--- config.mk ---
export PLATFORM = sky130hd
export DESIGN_NAME = spi_mmio_queue
export DESIGN_NICKNAME = d
export VERILOG_FILES = /design/src/rtl/spi_mq_pkg.sv /design/src/rtl/spi_mq_fifo.sv /design/src/rtl/spi_mq_events.sv /design/src/rtl/spi_mq_decode.sv /design/src/rtl/spi_mmio_queue.sv
export SDC_FILE = /design/constraint.sdc
export NUM_CORES = 2
export LEC_CHECK = 0
export BUFFER_PORTS_ARGS = -buffer_cell sky130_fd_sc_hd__buf_2
export CAP_MARGIN = 20
export CORE_MARGIN = 2
export CORE_UTILIZATION = 30
export CTS_CLUSTER_DIAMETER = 40
export DETAILED_ROUTE_END_ITERATION = 10
export GPL_ROUTABILITY_DRIVEN = 0
export SLEW_MARGIN = 20
export SYNTH_ARGS = -nofsm -noshare
export SYNTH_HDL_FRONTEND = slang
export SYNTH_SLANG_ARGS = --single-unit
--- constraint.sdc ---
create_clock -name clk -period 4.3 [get_ports clk]
set_clock_uncertainty 0.2 [all_clocks]
set_input_delay 1.29 -clock clk [delete_from_list [all_inputs] [get_ports clk]]
set_output_delay 1.29 -clock clk [all_outputs]
set_load 0.005 [all_outputs]
--- src/rtl/spi_mq_pkg.sv ---
package spi_mq_pkg;

   localparam logic [1:0] RG_TXWIN = 2'd0;
   localparam logic [1:0] RG_RXWIN = 2'd1;
   localparam logic [1:0] RG_CSR   = 2'd2;

   localparam logic [2:0] CSR_TXCTRL = 3'd0;
   localparam logic [2:0] CSR_TXSTAT = 3'd1;
   localparam logic [2:0] CSR_RXCTRL = 3'd2;
   localparam logic [2:0] CSR_RXSTAT = 3'd3;
   localparam logic [2:0] CSR_EVPEND = 3'd4;
   localparam logic [2:0] CSR_EVEN   = 3'd5;

   localparam int unsigned ST_ONGOING = 0;
   localparam int unsigned ST_EMPTY   = 1;
   localparam int unsigned ST_FULL    = 2;
   localparam int unsigned ST_OVF     = 3;
   localparam int unsigned FLD_LSB    = 16;

   localparam int unsigned EV_TX  = 0;
   localparam int unsigned EV_RX  = 1;
   localparam int unsigned NUM_EV = 2;

endpackage

--- src/rtl/spi_mq_fifo.sv ---
module spi_mq_fifo #(
   parameter int unsigned WIDTH = 32,
   parameter int unsigned DEPTH = 32,
   localparam int unsigned AW    = $clog2(DEPTH),
   localparam int unsigned LVL_W = $clog2(DEPTH + 1)
) (
   input  logic             clk,
   input  logic             rst_n,
   input  logic             push,
   input  logic [WIDTH-1:0] din,
   input  logic             pop,
   output logic [WIDTH-1:0] dout,
   output logic             full,
   output logic             empty,
   output logic [LVL_W-1:0] level
);

   initial begin
      assert (DEPTH >= 2 && (DEPTH & (DEPTH - 1)) == 0)
         else $error("spi_mq_fifo: DEPTH must be a power of two >= 2");
   end

   logic [WIDTH-1:0] mem [DEPTH];
   logic [AW-1:0]    wr_ptr, rd_ptr;
   logic             push_ok, pop_ok;

   assign full    = (level == LVL_W'(DEPTH));
   assign empty   = (level == '0);
   assign push_ok = push && !full;
   assign pop_ok  = pop && !empty;
   assign dout    = mem[rd_ptr];

   always_ff @(posedge clk) begin
      if (push_ok) mem[wr_ptr] <= din;
   end

   always_ff @(posedge clk or negedge rst_n) begin
      if (!rst_n) begin
         wr_ptr <= '0;
         rd_ptr <= '0;
         level  <= '0;
      end else begin
         if (push_ok) wr_ptr <= wr_ptr + 1'b1;
         if (pop_ok)  rd_ptr <= rd_ptr + 1'b1;
         case ({push_ok, pop_ok})
            2'b10:   level <= level + 1'b1;
            2'b01:   level <= level - 1'b1;
            default: level <= level;
         endcase
      end
   end

   assert_no_overflow_R5: assert property (@(posedge clk) disable iff (!rst_n)
      (push && full && !pop) |=> (level == LVL_W'(DEPTH)));

   assert_no_underflow_R6: assert property (@(posedge clk) disable iff (!rst_n)
      (pop && empty && !push) |=> (level == '0));

   assert_level_bound_R4: assert property (@(posedge clk) disable iff (!rst_n)
      level <= LVL_W'(DEPTH));

endmodule

--- src/rtl/spi_mq_events.sv ---
module spi_mq_events #(
   parameter int unsigned N = 2
) (
   input  logic         clk,
   input  logic         rst_n,
   input  logic [N-1:0] ev_set,
   input  logic         pend_wr,
   input  logic         mask_wr,
   input  logic [N-1:0] wbits,
   output logic [N-1:0] pending,
   output logic [N-1:0] enable,
   output logic         irq
);

   logic [N-1:0] clr;
   assign clr = pend_wr ? wbits : '0;

   for (genvar i = 0; i < N; i++) begin : g_ev
      always_ff @(posedge clk or negedge rst_n) begin
         if (!rst_n)         pending[i] <= 1'b0;
         else if (ev_set[i]) pending[i] <= 1'b1;
         else if (clr[i])    pending[i] <= 1'b0;
      end

      always_ff @(posedge clk or negedge rst_n) begin
         if (!rst_n)       enable[i] <= 1'b0;
         else if (mask_wr) enable[i] <= wbits[i];
      end

      assert_w1c_R10: assert property (@(posedge clk) disable iff (!rst_n)
         (clr[i] && !ev_set[i]) |=> !pending[i]);

      assert_set_wins_R10: assert property (@(posedge clk) disable iff (!rst_n)
         ev_set[i] |=> pending[i]);
   end

   assign irq = |(pending & enable);

endmodule

--- src/rtl/spi_mq_decode.sv ---
module spi_mq_decode
   import spi_mq_pkg::*;
#(
   parameter int unsigned ADDR_W = 14,
   parameter int unsigned SLOT_W = 2
) (
   input  logic              bus_valid,
   input  logic              bus_write,
   input  logic [ADDR_W-1:0] bus_addr,
   output logic              tx_wr,
   output logic              rx_rd,
   output logic              csr_wr,
   output logic              csr_rd,
   output logic [2:0]        csr_idx,
   output logic [SLOT_W-1:0] slot
);

   logic [1:0] region;
   assign region  = bus_addr[ADDR_W-1 -: 2];
   assign slot    = bus_addr[2 +: SLOT_W];
   assign csr_idx = bus_addr[4:2];

   assign tx_wr  = bus_valid &&  bus_write && (region == RG_TXWIN);
   assign rx_rd  = bus_valid && !bus_write && (region == RG_RXWIN);
   assign csr_wr = bus_valid &&  bus_write && (region == RG_CSR);
   assign csr_rd = bus_valid && !bus_write && (region == RG_CSR);

   logic unused_addr;
   assign unused_addr = ^bus_addr;

endmodule

--- src/rtl/spi_mmio_queue.sv ---
module spi_mmio_queue
   import spi_mq_pkg::*;
#(
   parameter int unsigned DATA_W    = 32,
   parameter int unsigned DEPTH     = 32,
   parameter int unsigned NUM_SLOTS = 4,
   parameter int unsigned WIN_W     = 12,
   localparam int unsigned ADDR_W = WIN_W + 2,
   localparam int unsigned BE_W   = DATA_W / 8,
   localparam int unsigned SLOT_W = $clog2(NUM_SLOTS),
   localparam int unsigned LVL_W  = $clog2(DEPTH + 1),
   localparam int unsigned TXW    = SLOT_W + DATA_W
) (
   input  logic              clk,
   input  logic              rst_n,
   input  logic              bus_valid,
   input  logic              bus_write,
   input  logic [ADDR_W-1:0] bus_addr,
   input  logic [BE_W-1:0]   bus_be,
   input  logic [DATA_W-1:0] bus_wdata,
   output logic [DATA_W-1:0] bus_rdata,
   output logic              tx_valid,
   input  logic              tx_ready,
   output logic [SLOT_W-1:0] tx_slot,
   output logic [DATA_W-1:0] tx_data,
   input  logic              rx_valid,
   output logic              rx_ready,
   input  logic [DATA_W-1:0] rx_data,
   input  logic              eng_busy,
   output logic              irq
);

   initial begin
      assert (DATA_W % 8 == 0) else $error("DATA_W must be whole bytes");
      assert (DATA_W >= FLD_LSB + LVL_W) else $error("DATA_W too narrow for level field");
      assert (NUM_SLOTS >= 2 && (NUM_SLOTS & (NUM_SLOTS - 1)) == 0)
         else $error("NUM_SLOTS must be a power of two >= 2");
      assert (WIN_W >= SLOT_W + 3) else $error("window too small for slot and CSR decode");
   end

   // ---------------- decode
   logic              dec_tx_wr, dec_rx_rd, dec_csr_wr, dec_csr_rd;
   logic [2:0]        dec_idx;
   logic [SLOT_W-1:0] dec_slot;

   spi_mq_decode #(.ADDR_W(ADDR_W), .SLOT_W(SLOT_W)) i_decode (
      .bus_valid (bus_valid),
      .bus_write (bus_write),
      .bus_addr  (bus_addr),
      .tx_wr     (dec_tx_wr),
      .rx_rd     (dec_rx_rd),
      .csr_wr    (dec_csr_wr),
      .csr_rd    (dec_csr_rd),
      .csr_idx   (dec_idx),
      .slot      (dec_slot)
   );

   // ---------------- byte lane masking
   logic [DATA_W-1:0] lane_mask;
   for (genvar b = 0; b < BE_W; b++) begin : g_lane
      assign lane_mask[b*8 +: 8] = {8{bus_be[b]}};
   end

   // ---------------- control registers
   logic             tx_en, rx_en, tx_ovf;
   logic [LVL_W-1:0] tx_thr, rx_thr;
   logic             wr_txctrl, wr_txstat, wr_rxctrl, wr_evpend, wr_even;

   assign wr_txctrl = dec_csr_wr && (dec_idx == CSR_TXCTRL);
   assign wr_txstat = dec_csr_wr && (dec_idx == CSR_TXSTAT);
   assign wr_rxctrl = dec_csr_wr && (dec_idx == CSR_RXCTRL);
   assign wr_evpend = dec_csr_wr && (dec_idx == CSR_EVPEND);
   assign wr_even   = dec_csr_wr && (dec_idx == CSR_EVEN);

   always_ff @(posedge clk or negedge rst_n) begin
      if (!rst_n) begin
         tx_en  <= 1'b0;
         tx_thr <= '0;
         rx_en  <= 1'b0;
         rx_thr <= '0;
      end else begin
         if (wr_txctrl) begin
            tx_en  <= bus_wdata[0];
            tx_thr <= bus_wdata[FLD_LSB +: LVL_W];
         end
         if (wr_rxctrl) begin
            rx_en  <= bus_wdata[0];
            rx_thr <= bus_wdata[FLD_LSB +: LVL_W];
         end
      end
   end

   // ---------------- transmit queue
   logic             tx_full, tx_empty, tx_pop;
   logic [LVL_W-1:0] tx_level;
   logic [TXW-1:0]   tx_head;
   logic             ovf_clear;

   spi_mq_fifo #(.WIDTH(TXW), .DEPTH(DEPTH)) i_txq (
      .clk   (clk),
      .rst_n (rst_n),
      .push  (dec_tx_wr),
      .din   ({dec_slot, bus_wdata & lane_mask}),
      .pop   (tx_pop),
      .dout  (tx_head),
      .full  (tx_full),
      .empty (tx_empty),
      .level (tx_level)
   );

   assign tx_valid = tx_en && !tx_empty;
   assign tx_pop   = tx_valid && tx_ready;
   assign {tx_slot, tx_data} = tx_head;

   assign ovf_clear = wr_txstat && bus_wdata[ST_OVF];

   always_ff @(posedge clk or negedge rst_n) begin
      if (!rst_n)                    tx_ovf <= 1'b0;
      else if (dec_tx_wr && tx_full) tx_ovf <= 1'b1;
      else if (ovf_clear)            tx_ovf <= 1'b0;
   end

   // ---------------- receive queue
   logic              rx_full, rx_empty, rx_push, rx_pop;
   logic [LVL_W-1:0]  rx_level;
   logic [DATA_W-1:0] rx_head;

   assign rx_ready = rx_en && !rx_full;
   assign rx_push  = rx_valid && rx_ready;
   assign rx_pop   = dec_rx_rd;

   spi_mq_fifo #(.WIDTH(DATA_W), .DEPTH(DEPTH)) i_rxq (
      .clk   (clk),
      .rst_n (rst_n),
      .push  (rx_push),
      .din   (rx_data),
      .pop   (rx_pop),
      .dout  (rx_head),
      .full  (rx_full),
      .empty (rx_empty),
      .level (rx_level)
   );

   // ---------------- events: judged on the level one cycle after the move
   logic              tx_pop_q, rx_push_q;
   logic [NUM_EV-1:0] ev_set, ev_pend, ev_en;

   always_ff @(posedge clk or negedge rst_n) begin
      if (!rst_n) begin
         tx_pop_q  <= 1'b0;
         rx_push_q <= 1'b0;
      end else begin
         tx_pop_q  <= tx_pop;
         rx_push_q <= rx_push;
      end
   end

   assign ev_set[EV_TX] = tx_pop_q  && (tx_level <= tx_thr);
   assign ev_set[EV_RX] = rx_push_q && (rx_level >  rx_thr);

   spi_mq_events #(.N(NUM_EV)) i_events (
      .clk     (clk),
      .rst_n   (rst_n),
      .ev_set  (ev_set),
      .pend_wr (wr_evpend),
      .mask_wr (wr_even),
      .wbits   (bus_wdata[NUM_EV-1:0]),
      .pending (ev_pend),
      .enable  (ev_en),
      .irq     (irq)
   );

   // ---------------- read path
   function automatic logic [DATA_W-1:0] pack_stat(
      input logic ong, input logic emp, input logic ful,
      input logic ovf, input logic [LVL_W-1:0] lvl);
      logic [DATA_W-1:0] s;
      s                   = '0;
      s[ST_ONGOING]       = ong;
      s[ST_EMPTY]         = emp;
      s[ST_FULL]          = ful;
      s[ST_OVF]           = ovf;
      s[FLD_LSB +: LVL_W] = lvl;
      return s;
   endfunction

   function automatic logic [DATA_W-1:0] pack_ctrl(
      input logic en, input logic [LVL_W-1:0] thr);
      logic [DATA_W-1:0] s;
      s                   = '0;
      s[0]                = en;
      s[FLD_LSB +: LVL_W] = thr;
      return s;
   endfunction

   logic [DATA_W-1:0] csr_rdata;

   always_comb begin
      case (dec_idx)
         CSR_TXCTRL: csr_rdata = pack_ctrl(tx_en, tx_thr);
         CSR_TXSTAT: csr_rdata = pack_stat(eng_busy | tx_valid, tx_empty, tx_full, tx_ovf, tx_level);
         CSR_RXCTRL: csr_rdata = pack_ctrl(rx_en, rx_thr);
         CSR_RXSTAT: csr_rdata = pack_stat(eng_busy, rx_empty, rx_full, 1'b0, rx_level);
         CSR_EVPEND: csr_rdata = DATA_W'(ev_pend);
         CSR_EVEN:   csr_rdata = DATA_W'(ev_en);
         default:    csr_rdata = '0;
      endcase
   end

   always_ff @(posedge clk or negedge rst_n) begin
      if (!rst_n)          bus_rdata <= '0;
      else if (dec_rx_rd)  bus_rdata <= rx_empty ? '0 : rx_head;
      else if (dec_csr_rd) bus_rdata <= csr_rdata;
      else if (bus_valid && !bus_write) bus_rdata <= '0;
   end

   // ---------------- assertions
   assert_tx_head_hold_R3: assert property (@(posedge clk) disable iff (!rst_n)
      (tx_valid && !tx_ready) |=> (!tx_valid || ($stable(tx_data) && $stable(tx_slot))));

   assert_ovf_sticky_R5: assert property (@(posedge clk) disable iff (!rst_n)
      (tx_ovf && !ovf_clear) |=> tx_ovf);

   assert_empty_read_zero_R6: assert property (@(posedge clk) disable iff (!rst_n)
      (dec_rx_rd && rx_empty) |=> (bus_rdata == '0));

   assert_tx_gate_R7: assert property (@(posedge clk) disable iff (!rst_n)
      (!tx_en && !tx_empty) |=> ($past(tx_en) || !tx_valid || tx_en));

   assert_irq_mask_R11: assert property (@(posedge clk) disable iff (!rst_n)
      (ev_en == '0) |-> !irq);

endmodule

==> run metrics <==
status finished with violations; failing checks setup timing; TritonRoute pass-1 iters 5; drt initial violations roughly 4.3k; post-DR vias/cell 5.04; pwr/cell area approximately 580 nW/um2; total design power 58.5 mW; Yosys warning count 0; Worst Path Required 2810 ps; largest cells by area after synthesis edfxtp_1 75%, mux4_2 16%, dfrtp_1 2.5%, mux2_2 0.52%, nand2_1 0.49%; Yosys reg bits approximately 2.2k; initial antenna violation count 37; Sw Ratio 0.264; Critical Path Source i_txq.rd_ptr[0]$_DFFE_PN0P_; PnR worst setup slack -513 ps; Final setup viols 34; Post-Layout Cell Count ~8.1k; number of global-route vias before repair 41.5k; Reg clk slew, reported paths roughly 70 ps; worst-path fanout max 7; switching pwr 15.4 mW; asr flop ratio synth 0.0387; CTS Buf Count ~230; critical path arrival 3320 ps; critical path class reg -> out; CTS tree done; syn avg cell area between 20 and 25 um2; Core Region 282000 um2; starting density of the core 0.301; first-pass GRT wire length between 300 and 400 mm; max-cap viol count 0; post-DP HPWL 123 mm; DRC viols 0; fill count around 26k; Clock power frac 0.332; vias slightly above 40k; CTS max path bufs 4; antenna-violating nets left 0; leakage 32.2 nW; die width about 540 um; clk_lat worst skew 860 ps; Post-Synthesis Cells 3701; fin nets about 4.3k; RSZ-0062 raised after global routing true; overall routing resource usage 0.149; Final min period between 4000 and 5000 ps; grt ovf 0; R2R Path Start i_txq.level[1]$_DFFE_PN0P_; combinational group share of total power 0.253; Worst VDD drop about 0.34 mV; area grow syn2layout 19.8%; sequential area share after synthesis 0.774; critical path startpoint category flop; Max Fclk 0.208 GHz; number of synthesized flops with an enable pin 2112; # IOs 158; clk sinks 2197; worst hold slack approximately 280 ps; Worst Hold Class in -> async; CP endpoint kind output pin; pin count of the biggest net entering global routing between 50 and 60; crit share post-route 1.12; area of the multi-input gates ~19000 um2; Least-Margin Pin Slew 1040 ps; share of layout cells above drive strength 1 0.346; top-count cell post-synth edfxtp_1; synthesized cell area 84700 um2; port bufs 148; # rows between 150 and 200; die footprint about 290000 um2; syn nets 3821; Cells after DPL around 7.6k; Hold Buf Count CTS 0; area share of the largest cell type after synthesis 0.749; Die Y-Extent 535 um; Post-synth top cells 2112 x edfxtp_1, 618 x mux4_2, 110 x nand2_1; dominant cell type by area after synthesis edfxtp_1; Synth cell types slightly below 60; main flop type after synthesis edfxtp_1; Slew HR 0.309; Final Hold Viols 0; drt wl/cell between 20 and 30 um; Routed WL between 200 and 250 mm; FF/Latch Area between 60000 and 70000 um2; Pint 43.1 mW; H-Tree Level Count 4; max-slew violations 0; share of power burned in registers 0.416; root buffer cell clkbuf_16
[flip-flops by register name (all words and copies together) (netlist names)]
register          flops
i_events.pending      2
i_rxq.mem          1024
i_events.enable       2
i_rxq.level           6
rx_en                 1
bus_rdata            32
i_txq.level           6
i_rxq.rd_ptr          5
tx_en                 1
i_txq.wr_ptr          5
tx_ovf                1
rx_thr                6
tx_thr                6
tx_pop_q              1
i_rxq.wr_ptr          5
i_txq.mem          1088
rx_push_q             1
i_txq.rd_ptr          5
[power groups by stage]
stage	logic (mW)	registers (mW)	clock network, mW
after floorplan	9.32	24.4	0
final	14.8	24.3	19.4
after detailed placement	13.3	24.8	0
after global placement	13.3	24.8	0
after global routing	15.8	24.4	20.6
after CTS	14.9	24.3	19.8
[per-layer routing]
| layer | vias to the layer above | global-route usage | share of wire |
|---|---|---|---|
| li1 | 16600 | - | - |
| met1 | 22200 | 0.197 | 0.40 |
| met2 | 1532 | 0.248 | 0.50 |
| met3 | 355 | 0.0336 | 0.079 |
| met4 | 24 | 0.0363 | 0.024 |
| met5 | - | 0 | 0.00064 |
[area by class of cell]
type / count / share of cell area
clock inverter: 132 / 0.0130
inverter: 32 / 0.00118
tap: 3743 / 0.0462
antenna: 5 / 0.000123
sequential: 2197 / 0.646
clock buffer: 280 / 0.0596
multi-input combinational: 1278 / 0.185
timing repair buffer: 423 / 0.0482
[worst max-delay path, cell delays in order, from the launching register on]
cell and delay, ps:
dfrtp_4 500, buf_12 160, buf_16 160, buf_12 140, buf_16 140, mux4_2 420, mux4_2 500, mux2_4 330
buf_6 130
[cells in the final DEF, fill, tap and decap left out, drive strengths merged, types with 3 or more instances in the layout]
| cell | n |
|---|---|
| a311oi | 11 |
| mux4 | 618 |
| or3b | 3 |
| nor3b | 3 |
| a221oi | 8 |
| nor2 | 99 |
| nand2b | 6 |
| o22ai | 24 |
| a22oi | 16 |
| xor2 | 10 |
| diode | 5 |
| or3 | 5 |
| nand3b | 4 |
| nor4 | 3 |
| and2 | 39 |
| a31oi | 6 |
| mux2i | 37 |
| xnor2 | 16 |
| nand2 | 111 |
| a22o | 3 |
| clkbuf | 287 |
| inv | 50 |
| dfrtp | 85 |
| bufinv | 18 |
| ha | 30 |
| a211oi | 18 |
| nand4 | 8 |
| o21ai | 58 |
| mux2 | 47 |
| clkinv | 86 |
| a21oi | 32 |
| edfxtp | 2112 |
| buf | 416 |
| nor2b | 10 |
| nand3 | 15 |
| clkinvlp | 10 |
| nor3 | 12 |
[cells by family (layout without fill, tap and decap cells)]
family | Yosys count | count (layout) | share of synthesized area
fa+ha+maj | 31 | 31 | 0.00467
buf+inv | 226 | 867 | 0.0117
mux | 702 | 702 | 0.175
compound gates | 191 | 191 | 0.0143
simple gates | 328 | 328 | 0.0181
xor+xnor | 26 | 26 | 0.00269
other cells | 0 | 5 | 0
flops | 2197 | 2197 | 0.774
[repair_timing]
| action | 4_1_cts | 5_1_grt |
|---|---|---|
| cloned | 15 | 7 |
| resized for setup | 95 | 23 |
| buffers inserted | 21 | 9 |
| setup endpoints to repair | 34 | 34 |
[final timing paths]
check | endpoint | slack (ps) | cells after the start
setup / recovery | tx_data[19] | -510 | 8
hold / removal | bus_rdata[11]$_DFFE_PN0P_ | 280 | 1
setup reg to reg | i_txq.level[5]$_DFFE_PN0P_ | 660 | 11
hold reg to reg | bus_rdata[27]$_DFFE_PN0P_ | 280 | 2
max in group asynchronous | i_rxq.rd_ptr[1]$_DFFE_PN0P_ | 2620 | 2
min in group clk | bus_rdata[27]$_DFFE_PN0P_ | 280 | 2
[through the flow]
step / setup TNS, ps / worst slack [ps] / instance area (um2) / utilization
2_1_floorplan: 0 / 35.7 / 84700 / -
3_3_place_gp: 0 / 279 / 92800 / 0.329
3_5_place_dp: 0 / 282 / 92800 / 0.329
4_1_cts: -18530 / -606 / 101000 / 0.360
5_1_grt: -18730 / -605 / 101000 / 0.360
6_report: -15900 / -513 / 101000 / 0.360
(Power assumes the default switching activity.)
